[config.mk]
export PLATFORM = sky130hd
export DESIGN_NAME = trx_spi_engine
export DESIGN_NICKNAME = d
export VERILOG_FILES = /design/src/rtl/trx_spi_pkg.sv /design/src/rtl/trx_spi_cmd_enc.sv /design/src/rtl/trx_spi_len_clip.sv /design/src/rtl/trx_spi_shifter.sv /design/src/rtl/trx_spi_engine.sv
export SDC_FILE = /design/constraint.sdc
export NUM_CORES = 1
export LEC_CHECK = 0
export CAP_MARGIN = 10
export CELL_PAD_IN_SITES_DETAIL_PLACEMENT = 1
export CELL_PAD_IN_SITES_GLOBAL_PLACEMENT = 1
export CORE_UTILIZATION = 49
export CTS_CLUSTER_SIZE = 12
export DETAILED_ROUTE_END_ITERATION = 16
export DONT_BUFFER_PORTS = 1
export PLACE_DENSITY_LB_ADDON = 0.1
export SYNTH_ARGS = -nofsm -noshare
export SYNTH_HDL_FRONTEND = slang
export SYNTH_SLANG_ARGS = --single-unit
[constraint.sdc]
create_clock -name clk -period 3.45 [get_ports clk]
set_input_delay 0.69 -clock clk [delete_from_list [all_inputs] [get_ports clk]]
set_output_delay 0.69 -clock clk [all_outputs]
set_load 0.005 [all_outputs]
[src/rtl/trx_spi_pkg.sv]
package trx_spi_pkg;

    typedef enum logic [2:0] {
        ACC_REG_RD  = 3'd0,
        ACC_REG_WR  = 3'd1,
        ACC_BUF_RD  = 3'd2,
        ACC_BUF_WR  = 3'd3,
        ACC_SRAM_RD = 3'd4,
        ACC_SRAM_WR = 3'd5
    } acc_kind_e;

    localparam logic [7:0] OP_REG_RD  = 8'h80;
    localparam logic [7:0] OP_REG_WR  = 8'hC0;
    localparam logic [7:0] OP_BUF_RD  = 8'h20;
    localparam logic [7:0] OP_BUF_WR  = 8'h60;
    localparam logic [7:0] OP_SRAM_RD = 8'h00;
    localparam logic [7:0] OP_SRAM_WR = 8'h40;

    typedef enum logic [3:0] {
        S_IDLE,
        S_CMD,
        S_ADDR,
        S_VAL,
        S_RONE,
        S_WLEN,
        S_WGET,
        S_WPAY,
        S_RLEN,
        S_RDAT,
        S_RPUSH,
        S_END
    } seq_state_e;

    typedef struct packed {
        seq_state_e st;
        acc_kind_e  kind;
        logic [7:0] addr;
        logic [7:0] wdata;
        logic [7:0] len;
        logic [7:0] left;
        logic [7:0] cnt;
        logic [7:0] rdata;
        logic [7:0] rbyte;
        logic       csn;
    } seq_regs_t;

endpackage

[src/rtl/trx_spi_cmd_enc.sv]
module trx_spi_cmd_enc
    import trx_spi_pkg::*;
(
    input  logic [2:0] kind_i,
    input  logic [5:0] reg_num_i,
    output logic [7:0] cmd_o
);
    always_comb begin
        case (acc_kind_e'(kind_i))
            ACC_REG_WR:  cmd_o = OP_REG_WR | {2'b00, reg_num_i};
            ACC_BUF_RD:  cmd_o = OP_BUF_RD;
            ACC_BUF_WR:  cmd_o = OP_BUF_WR;
            ACC_SRAM_RD: cmd_o = OP_SRAM_RD;
            ACC_SRAM_WR: cmd_o = OP_SRAM_WR;
            default:     cmd_o = OP_REG_RD | {2'b00, reg_num_i};
        endcase
    end
endmodule

[src/rtl/trx_spi_len_clip.sv]
module trx_spi_len_clip #(
    parameter int BYTE_W = 8
) (
    input  logic [BYTE_W-1:0] frame_len_i,
    input  logic [BYTE_W-1:0] limit_i,
    output logic [BYTE_W-1:0] count_o
);
    localparam int EXT_W = BYTE_W + 1;

    logic [EXT_W-1:0] with_lqi;

    always_comb begin
        with_lqi = {1'b0, frame_len_i} + EXT_W'(1);
        if (with_lqi > {1'b0, limit_i}) count_o = limit_i;
        else                            count_o = with_lqi[BYTE_W-1:0];
    end
endmodule

[src/rtl/trx_spi_shifter.sv]
module trx_spi_shifter #(
    parameter int CLK_DIV = 4
) (
    input  logic       clk,
    input  logic       rst_n,
    input  logic       start_i,
    input  logic [7:0] tx_i,
    input  logic       miso_i,
    output logic       sck_o,
    output logic       mosi_o,
    output logic       done_o,
    output logic [7:0] rx_o
);
    localparam int LO_CYC = CLK_DIV - CLK_DIV / 2;
    localparam int CNT_W  = (CLK_DIV > 1) ? $clog2(CLK_DIV) : 1;
    localparam logic [CNT_W-1:0] RISE_AT = CNT_W'(LO_CYC - 1);
    localparam logic [CNT_W-1:0] LAST_AT = CNT_W'(CLK_DIV - 1);

    typedef struct packed {
        logic             busy;
        logic [CNT_W-1:0] cnt;
        logic [2:0]       bidx;
        logic [7:0]       tx;
        logic [7:0]       rx;
        logic             sck;
        logic             done;
    } shf_regs_t;

    shf_regs_t q, d;

    always_comb begin
        d      = q;
        d.done = 1'b0;
        if (!q.busy) begin
            if (start_i) begin
                d.busy = 1'b1;
                d.cnt  = '0;
                d.bidx = 3'd0;
                d.tx   = tx_i;
                d.sck  = 1'b0;
            end
        end else begin
            if (q.cnt == RISE_AT) begin
                d.sck = 1'b1;
                d.rx  = {q.rx[6:0], miso_i};
            end
            if (q.cnt == LAST_AT) begin
                d.cnt = '0;
                d.sck = 1'b0;
                if (q.bidx == 3'd7) begin
                    d.busy = 1'b0;
                    d.done = 1'b1;
                end else begin
                    d.bidx = q.bidx + 3'd1;
                    d.tx   = {q.tx[6:0], 1'b0};
                end
            end else begin
                d.cnt = q.cnt + CNT_W'(1);
            end
        end
    end

    always_ff @(posedge clk or negedge rst_n) begin
        if (!rst_n) q <= '0;
        else        q <= d;
    end

    assign sck_o  = q.sck;
    assign mosi_o = q.tx[7];
    assign done_o = q.done;
    assign rx_o   = q.rx;

    // data out never moves while the serial clock is high
    assert_mosi_steady_R2: assert property (@(posedge clk) disable iff (!rst_n)
        sck_o |-> $stable(mosi_o));

    // the clock is low whenever no byte is in flight
    assert_sck_parked_R2: assert property (@(posedge clk) disable iff (!rst_n)
        done_o |-> !sck_o);
endmodule

[src/rtl/trx_spi_engine.sv]
module trx_spi_engine
    import trx_spi_pkg::*;
#(
    parameter int CLK_DIV = 4
) (
    input  logic       clk,
    input  logic       rst_n,
    input  logic       req_valid,
    output logic       req_ready,
    input  logic [2:0] req_kind,
    input  logic [7:0] req_addr,
    input  logic [7:0] req_wdata,
    input  logic [7:0] req_len,
    input  logic       wr_valid,
    output logic       wr_ready,
    input  logic [7:0] wr_data,
    output logic       rd_valid,
    input  logic       rd_ready,
    output logic [7:0] rd_data,
    output logic       rsp_valid,
    output logic [7:0] rsp_rdata,
    output logic [7:0] rsp_count,
    output logic       spi_csn,
    output logic       spi_sck,
    output logic       spi_mosi,
    input  logic       spi_miso
);
    seq_regs_t  q, d;
    logic       sh_start;
    logic [7:0] sh_tx;
    logic       sh_done;
    logic [7:0] sh_rx;
    logic [7:0] cmd_byte;
    logic [7:0] clip_cnt;

    trx_spi_cmd_enc u_enc (
        .kind_i    (req_kind),
        .reg_num_i (req_addr[5:0]),
        .cmd_o     (cmd_byte)
    );

    trx_spi_len_clip #(.BYTE_W(8)) u_clip (
        .frame_len_i (sh_rx),
        .limit_i     (q.len),
        .count_o     (clip_cnt)
    );

    trx_spi_shifter #(.CLK_DIV(CLK_DIV)) u_shf (
        .clk     (clk),
        .rst_n   (rst_n),
        .start_i (sh_start),
        .tx_i    (sh_tx),
        .miso_i  (spi_miso),
        .sck_o   (spi_sck),
        .mosi_o  (spi_mosi),
        .done_o  (sh_done),
        .rx_o    (sh_rx)
    );

    always_comb begin
        d        = q;
        sh_start = 1'b0;
        sh_tx    = 8'h00;
        case (q.st)
            S_IDLE: begin
                if (req_valid) begin
                    d.kind   = acc_kind_e'(req_kind);
                    d.addr   = req_addr;
                    d.wdata  = req_wdata;
                    d.len    = req_len;
                    d.cnt    = 8'd0;
                    d.rdata  = 8'd0;
                    d.csn    = 1'b0;
                    sh_start = 1'b1;
                    sh_tx    = cmd_byte;
                    d.st     = S_CMD;
                end
            end
            S_CMD: begin
                if (sh_done) begin
                    sh_start = 1'b1;
                    case (q.kind)
                        ACC_REG_WR: begin
                            sh_tx = q.wdata;
                            d.st  = S_VAL;
                        end
                        ACC_BUF_WR: begin
                            sh_tx = q.len;
                            d.st  = S_WLEN;
                        end
                        ACC_BUF_RD: begin
                            d.st = S_RLEN;
                        end
                        ACC_SRAM_RD, ACC_SRAM_WR: begin
                            sh_tx = q.addr;
                            d.st  = S_ADDR;
                        end
                        default: begin
                            d.st = S_RONE;
                        end
                    endcase
                end
            end
            S_ADDR: begin
                if (sh_done) begin
                    sh_start = 1'b1;
                    if (q.kind == ACC_SRAM_WR) begin
                        sh_tx = q.wdata;
                        d.st  = S_VAL;
                    end else begin
                        d.st = S_RONE;
                    end
                end
            end
            S_VAL: begin
                if (sh_done) begin
                    d.csn = 1'b1;
                    d.st  = S_END;
                end
            end
            S_RONE: begin
                if (sh_done) begin
                    d.rdata = sh_rx;
                    d.csn   = 1'b1;
                    d.st    = S_END;
                end
            end
            S_WLEN: begin
                if (sh_done) begin
                    if (q.len == 8'd0) begin
                        d.csn = 1'b1;
                        d.st  = S_END;
                    end else begin
                        d.left = q.len;
                        d.st   = S_WGET;
                    end
                end
            end
            S_WGET: begin
                if (wr_valid) begin
                    sh_start = 1'b1;
                    sh_tx    = wr_data;
                    d.left   = q.left - 8'd1;
                    d.cnt    = q.cnt + 8'd1;
                    d.st     = S_WPAY;
                end
            end
            S_WPAY: begin
                if (sh_done) begin
                    if (q.left == 8'd0) begin
                        d.csn = 1'b1;
                        d.st  = S_END;
                    end else begin
                        d.st = S_WGET;
                    end
                end
            end
            S_RLEN: begin
                if (sh_done) begin
                    if (clip_cnt == 8'd0) begin
                        d.csn = 1'b1;
                        d.st  = S_END;
                    end else begin
                        d.left   = clip_cnt;
                        d.cnt    = clip_cnt;
                        sh_start = 1'b1;
                        d.st     = S_RDAT;
                    end
                end
            end
            S_RDAT: begin
                if (sh_done) begin
                    d.rbyte = sh_rx;
                    d.st    = S_RPUSH;
                end
            end
            S_RPUSH: begin
                if (rd_ready) begin
                    d.left = q.left - 8'd1;
                    if (q.left == 8'd1) begin
                        d.csn = 1'b1;
                        d.st  = S_END;
                    end else begin
                        sh_start = 1'b1;
                        d.st     = S_RDAT;
                    end
                end
            end
            S_END: begin
                d.st = S_IDLE;
            end
            default: begin
                d.csn = 1'b1;
                d.st  = S_IDLE;
            end
        endcase
    end

    always_ff @(posedge clk or negedge rst_n) begin
        if (!rst_n) begin
            q     <= '0;
            q.st  <= S_IDLE;
            q.csn <= 1'b1;
        end else begin
            q <= d;
        end
    end

    assign req_ready = (q.st == S_IDLE);
    assign wr_ready  = (q.st == S_WGET);
    assign rd_valid  = (q.st == S_RPUSH);
    assign rd_data   = q.rbyte;
    assign rsp_valid = (q.st == S_END);
    assign rsp_rdata = q.rdata;
    assign rsp_count = q.cnt;
    assign spi_csn   = q.csn;

    // no serial clocking outside a selected transaction
    assert_sck_quiet_R3: assert property (@(posedge clk) disable iff (!rst_n)
        spi_csn |-> !spi_sck);

    // no new request while the radio is selected
    assert_ready_busy_R9: assert property (@(posedge clk) disable iff (!rst_n)
        !spi_csn |-> !req_ready);

    // response strobe lasts exactly one cycle
    assert_rsp_single_R9: assert property (@(posedge clk) disable iff (!rst_n)
        rsp_valid |=> !rsp_valid);

    // a stalled read byte is held
    assert_rd_hold_R10: assert property (@(posedge clk) disable iff (!rst_n)
        (rd_valid && !rd_ready) |=> (rd_valid && $stable(rd_data)));

    // no serial clock pulse while a read byte waits
    assert_rd_noclk_R10: assert property (@(posedge clk) disable iff (!rst_n)
        rd_valid |-> !spi_sck);

    // delivered count never exceeds the caller's maximum
    assert_clip_R7: assert property (@(posedge clk) disable iff (!rst_n)
        (rsp_valid && q.kind == ACC_BUF_RD) |-> (rsp_count <= q.len));
endmodule

==> reports/metrics.cfg, run 1 <==
[outcome]
outcome = complete, no violations

[logic_synthesis]
synth_xor_area_frac = 0.0127
yosysSeqAreaShare = 0.400
synth-async-reset-ratio = 1.00
synth_nets = 660
syn_area_per_cell_sq_um = 9.14
synthMuxAreaShare = 0.0761
synth_edf_count = 0
synth_cell_types = 76
synthSimpleGateAreaFrac = 0.165
ys.flop_type = dfrtp_1
synth_fa_ha_area_frac = 0.0386
synth_area_sq_um = 5510
synth_compound_area_frac = 0.226
ys_warn_count = 0
synth_top_family_by_area = compound AO/OA/AOI/OAI gates
ys_ff_latch = 88
synthCells = 602

[worst_setup_path]
crit_required_ns = 3.73
critPathMaxFanout = 8
r2r_cells = 11
r2r-start = u_shf.rx_o[1]
worstSetupPathType = reg2reg
r2r_slack_ns = 0.24
worstPathArrival_ns = 3.49
startpoint_type = flip-flop
timing.rr.end = rsp_count[0]
cp-end-kind = flip-flop

[final_layout]
drive_gt1_frac = 0.140
fill_cells = 1274
final_common_cell = nand2_1
mostFrequentLayoutCells = nand2_1, dfrtp_1, o21ai_0, nor2_1, a21oi_1
post-route-util = 0.522
syn2layout_area_growth_pct = 3.27
nets = 631
diodes = 0

[die]
placementRows = 38
dieArea_sq_um = 11700
ioPinCount = 72
core_area_sq_um = 10900
initial_utilization = 0.506
die_w_microns = 108
die_y_microns = 108

[sta]
fin_skew_ns = 0.00880
fmax_mhz = 311
worst_pin_slew_ns = 0.928
slew_headroom = 0.380
tns_ns = 0
fin_crit_ns = 3.21
maxSlewViolCount = 0
hold_viol = 0
setup_viol = 0
rsz0062_at_grt = no
fin_crit_sh = 0.931

[routing]
wire_per_inst_microns = 21.5
vias_per_cell = 6.21
drcViolationCount = 0
ant_nets = 0
wl_mm = 15.4
dr.pass1.iters = 6
first_iter_violations = 264
vias = 4459

[power]
power_density_nw_per_um2 = 956
finalPower_mw = 5.43
ir_worst_vdd_v = 0.000490
leakage_nw = 2.50

[global_routing]
grt_pass1_wl_mm = 24.6
grt_max_degree = 88
grt-ovfl-total = 0
antenna_found_initial = 0
grt_pass1_vias = 4567
grtUsageTotal = 0.280

[cts]
cts.clk_slew.worst_paths_ns = 0.09
cts_htree_levels = 3
root_buffer = clkbuf_8
cts-buffers-inserted = 9
cts_num_sinks = 88
clkLatencyLatePin_ns = 0.39
tritoncts = done
clock_path_buffers = 2

[place]
gp_congestion = 0.880
placement.io_buffers = 0
dpl.hpwl_mm = 11.2

[worst_hold_path]
hp-class = in2async

[run]
maxCapViolCount = 0

kinds of logic (layout without fill, tap and decap cells):
family	Yosys count	after routing
flip-flops	88	88
buffers and inverters	79	55
XOR/XNOR	8	8
AND/OR/NAND/NOR	194	194
adder cells (fa/ha/maj)	17	17
AO/OA/AOI/OAI	180	180
multiplexers	36	36
worst max-delay path by stage:
stage               cells after the start            to  slack [ns]          start
floorplan                              14  u_shf.mosi_o        0.46  u_shf.rx_o[0]
detailed placement                     11  rsp_count[0]        0.06  u_shf.rx_o[3]
global placement                       11  rsp_count[0]        0.30  u_shf.rx_o[3]
CTS                                    11  rsp_count[0]        0.05  u_shf.rx_o[3]
global route                           13  rsp_count[4]        0.08  u_shf.rx_o[4]
finish                                 11  rsp_count[0]        0.24  u_shf.rx_o[1]
sequential cells by signal, indices dropped and copies added, names as in the netlist:
register      count
q                39
u_shf.q          13
rd_data           8
rsp_count         8
rsp_rdata         8
u_shf.rx_o        8
spi_csn           1
u_shf.done_o      1
u_shf.mosi_o      1
u_shf.sck_o       1
per-layer routing:
metal,track usage,wire (microns),up-vias,part of all wire
met5,0,0,-,0
met4,0.0744,255,0,0.017
met3,0.0759,686,18,0.045
met2,0.484,7790,85,0.51
met1,0.344,6690,2259,0.43
li1,-,-,2097,-
critical path, cell delays in order, from the launching register on:
cell	delay, ns
dfrtp_1	0.37
ha_1	0.25
nand3_1	0.12
xnor2_1	0.17
ha_1	0.33
nand4_1	0.13
o221a_1	0.25
a211o_1	0.31
buf_4	0.18
o311ai_0	0.42
a21o_2	0.22
mux2_2	0.34
Yosys cell counts (4+ instances only):
master / n / area [sq um]
mux2_4: 6 / 90.1
inv_1: 21 / 78.8
nor4_1: 5 / 31.3
nor3_1: 6 / 30.0
a22oi_1: 8 / 60.1
o22ai_1: 8 / 50.1
o211ai_1: 4 / 30.0
ha_1: 17 / 213
a211oi_1: 4 / 30.0
a21oi_1: 29 / 145
nor2b_1: 9 / 56.3
dfrtp_1: 87 / 2180
o21a_1: 6 / 45.0
a31oi_1: 14 / 87.6
buf_4: 29 / 218
o2bb2ai_1: 4 / 35.0
mux2i_1: 7 / 70.1
mux2_2: 23 / 259
o21ai_0: 41 / 205
xnor2_1: 5 / 43.8
clkbuf_1: 13 / 48.8
buf_2: 9 / 45.0
and3_1: 8 / 50.1
nor2_1: 33 / 124
nand2_1: 97 / 364
nand2b_1: 6 / 37.5
a22o_1: 9 / 78.8
o21ai_1: 6 / 30.0
a221oi_1: 7 / 61.3
nand3_1: 11 / 55.1
report_power, final:
group          internal (mW)  switching (mW)  leakage [nW]
registers               1.40           0.523          1.13
clock network          0.346           0.415        0.0994
logic                   1.18            1.57          1.28
through the flow:
step | cells | hold WS [ns] | area (sq um) | setup WS [ns]
finish | 718 | 0.138 | 5690 | 0.238
global route | 718 | 0.106 | 5690 | 0.0814
floorplan | 602 | 0.394 | 5510 | 0.463
detailed placement | 700 | 0.396 | 5430 | 0.0615
global placement | 700 | 0.396 | 5430 | 0.295
CTS | 717 | 0.120 | 5660 | 0.0513
cell type report:
class                      count  area [sq um]  share of cell area
sequential                    88          2210               0.388
multi-input combinational    435          2860               0.502
tap                          140           175              0.0308
inverter                      21          78.8              0.0139
clock inverter                 6          75.1              0.0132
clock buffer                  10           128              0.0224
timing repair buffer          18           168              0.0295
what timing repair did:
item,in CTS,in global routing
hold endpoints to repair,87,0
setup buffers,0,1
setup endpoints to repair,0,3
hold buffers,1,0
gates resized for setup,0,2
Note: power is estimated with default switching activity, not from simulation.
==> run 2: changes to the inputs <==
--- a/config.mk
+++ b/config.mk
@@ -6,8 +6,9 @@
 export NUM_CORES = 1
 export LEC_CHECK = 0
+export ABC_AREA = 1
 export CAP_MARGIN = 10
 export CELL_PAD_IN_SITES_DETAIL_PLACEMENT = 1
 export CELL_PAD_IN_SITES_GLOBAL_PLACEMENT = 1
-export CORE_UTILIZATION = 49
+export CORE_UTILIZATION = 47
 export CTS_CLUSTER_SIZE = 12
 export DETAILED_ROUTE_END_ITERATION = 16
==> constraint.sdc (replaced) <==
create_clock -name clk -period 3.45 [get_ports clk]
set_input_delay 0.1725 -clock clk [delete_from_list [all_inputs] [get_ports clk]]
set_output_delay 0.1725 -clock clk [all_outputs]
set_load 0.005 [all_outputs]
==> reports/metrics.cfg, run 2 <==
[worst_setup_path]
cp_common_cell = nand2_1
startpoint_type = flip-flop
slowest_stage = dfrtp_1
critPathMaxStageDelay_ns = 0.40
cp-end-kind = flip-flop
crit_chain = ha_4 -> nand2_2 -> nor2_4 -> nand3_1 -> xor2_2 -> inv_1 -> ha_1 -> nand2_1 -> inv_1 -> nand2_1 -> a21oi_4 -> nand3_4 -> buf_4 -> nand3_1 -> nand2_1 -> nand2_1 -> nor2_4 -> nand3_2 -> nand3_2 -> nor2_1 -> a21oi_1
crit_required_ns = 3.68
worstSetupPathType = reg2reg
worstPathArrival_ns = 3.43
critPathMaxFanout = 16

[global_routing]
antenna_found_initial = 0
grtUsageTotal = 0.291
grt-ovfl-total = 0
grt_pass1_wl_mm = 26.2
grt_pass1_vias = 5238
grt_max_degree = 89

[die]
ioPinCount = 72
die_y_microns = 110
dieArea_sq_um = 12000
die_w_microns = 110
core_area_sq_um = 11100
initial_utilization = 0.491
placementRows = 38

[logic_synthesis]
synth_area_leader_cell = dfrtp_1
synth_top_family_by_area = simple AND/OR/NAND/NOR gates
yosysMostFrequentCell = nand2_1
synth_fa_ha_area_frac = 0.0391
yosysSeqAreaShare = 0.405
synth_top_area_share = 0.400
ys.flop_type = dfrtp_1
synth_area_leaders = dfrtp_1, nand2_1, inv_1
synthTopCellsByCount = nand2_1, inv_1, dfrtp_1, o21ai_0, nand3_1
synth_cell_types = 44
syn_area_per_cell_sq_um = 7.38
ys_warn_count = 0
synth_xor_area_frac = 0.00483
synth_compound_area_frac = 0.145
ys_ff_latch = 88
synth_area_sq_um = 5440
synthCells = 737
synth-async-reset-ratio = 1.00
synthSimpleGateAreaFrac = 0.291
synth_nets = 795
synth_edf_count = 0
synthMuxAreaShare = 0

[place]
gp_congestion = 0.848
placement.io_buffers = 0
dp.cells = 843
dpl.hpwl_mm = 11.8

[cts]
cts-buffers-inserted = 9
tritoncts = done
clkLatencyLatePin_ns = 0.36
cts.clk_slew.worst_paths_ns = 0.07
cts_num_sinks = 88
root_buffer = clkbuf_16
cts_htree_levels = 3
clock_path_buffers = 2

[final_layout]
fin_cells = 893
syn2layout_area_growth_pct = 11.6
fill_cells = 1392
largest_reg_flops = 39
drive_gt1_frac = 0.0996
final_common_cell = nand2_1
nets = 806
regMostFlops = q
diodes = 0
mostFrequentLayoutCells = nand2_1, inv_1, dfrtp_1, o21ai_0, nand3_1
largest_registers = q x39, u_shf.q x13

[routing]
first_iter_violations = 287
ant_nets = 0
dr.pass1.iters = 4
wl_mm = 16.4
wire_per_inst_microns = 18.4
drcViolationCount = 0
vias_per_cell = 5.58
vias = 4983

[sta]
worst_pin_slew_ns = 0.904
fin_crit_ns = 3.20
setup_viol = 0
fmax_mhz = 313
hold_viol = 0
maxSlewViolCount = 0
slew_headroom = 0.393
fin_skew_ns = 0.00769
fin_crit_sh = 0.927

[power]
power_density_nw_per_um2 = 939
finalPower_mw = 5.70
leakage_nw = 3.00
ir_worst_vdd_v = 0.000395

[worst_hold_path]
hp-class = in2reg

[outcome]
outcome = complete, no violations

[run]
maxCapViolCount = 0

==> run 2: cell types whose count changed in the layout (fill, tap and decap cells not counted), moves of 10 or more <==
| cell | delta |
|---|---|
| nand2_1 | +106 |
| inv_1 | +74 |
| nand3_1 | +41 |
| dlygate4sd3_1 | +26 |
| o21ai_0 | +24 |
| mux2_2 | -23 |
| nand2_2 | +10 |
| nor2_1 | +10 |
==> run 2: per-layer routing <==
layer / wire (microns) / GRT usage / vias up
met5: 0 / 0 / -
met4: 445 / 0.118 / 0
met3: 482 / 0.0409 / 31
met1: 7200 / 0.361 / 2465
li1: - / - / 2393
met2: 8270 / 0.508 / 94
==> run 2: per-stage QoR <==
stage	instance area [sq um]	setup TNS (ns)	worst slack [ns]	hold WS, ns	utilization
2_1_floorplan	5440	0	0.539	-0.123	-
3_3_place_gp	5400	0	0.238	-0.121	0.488
3_5_place_dp	5400	0	0.0363	-0.121	0.488
4_1_cts	5990	0	0.00812	0.0106	0.540
5_1_grt	6070	-0.0313	-0.0151	0.0356	0.548
6_report	6070	0	0.252	0.0381	0.548
==> run 2: critical path: cells and delay by family (launching register included) <==
family	cells	cell delay, ns
AOI/OAI and AO/OA	2	0.26
xor gates and xnor gates	1	0.18
adders and majority gates	2	0.43
buffers and inverters	3	0.28
DFF	1	0.40
and+or+nand+nor	13	1.50
==> run 2: what timing repair did <==
| action | in CTS | in global routing |
|---|---|---|
| hold buffers | 27 | 0 |
| hold endpoints to repair | 113 | 0 |
| endpoints found under the setup margin | 0 | 30 |
| resized for setup | 0 | 8 |
| setup buffers | 0 | 7 |
==> run 2: cells by family (layout without fill, tap and decap cells) <==
| logic type | count (synthesis) | count (layout) |
|---|---|---|
| AOI/OAI and AO/OA | 137 | 137 |
| buffers and inverters | 139 | 155 |
| adders and majority gates | 17 | 17 |
| DFF | 88 | 88 |
| and+or+nand+nor | 353 | 353 |
| xor gates and xnor gates | 3 | 3 |
==> run 2: final timing paths <==
path                               start     endpoint  slack, ns  cells after the start
setup / recovery           u_shf.rx_o[1]        q[25]       0.25                     21
hold / removal                req_len[6]        q[39]       0.04                      2
setup reg to reg           u_shf.rx_o[1]        q[25]       0.25                     21
hold reg to reg              u_shf.q[10]  u_shf.q[10]       0.49                      2
max in group asynchronous          rst_n        q[60]       2.66                      2
min in group asynchronous          rst_n   rd_data[3]       0.42                      2
==> run 2: power by group <==
part	total, mW	switching, mW	internal (mW)	leakage, nW
Sequential	1.83	0.394	1.44	1.12
Clock	1.01	0.441	0.566	0.139
Combinational	2.86	1.93	0.935	1.74
Total	5.70	2.76	2.94	3.00
==> run 2: area by class of cell <==
type	count	area, sq um	area share
clock buffers	10	229	0.0377
repair buffers	40	385	0.0635
clock inverters	6	67.6	0.0111
inverters	99	372	0.0612
well taps	140	175	0.0288
multi-input cells	510	2640	0.435
flip-flops and latches	88	2200	0.363
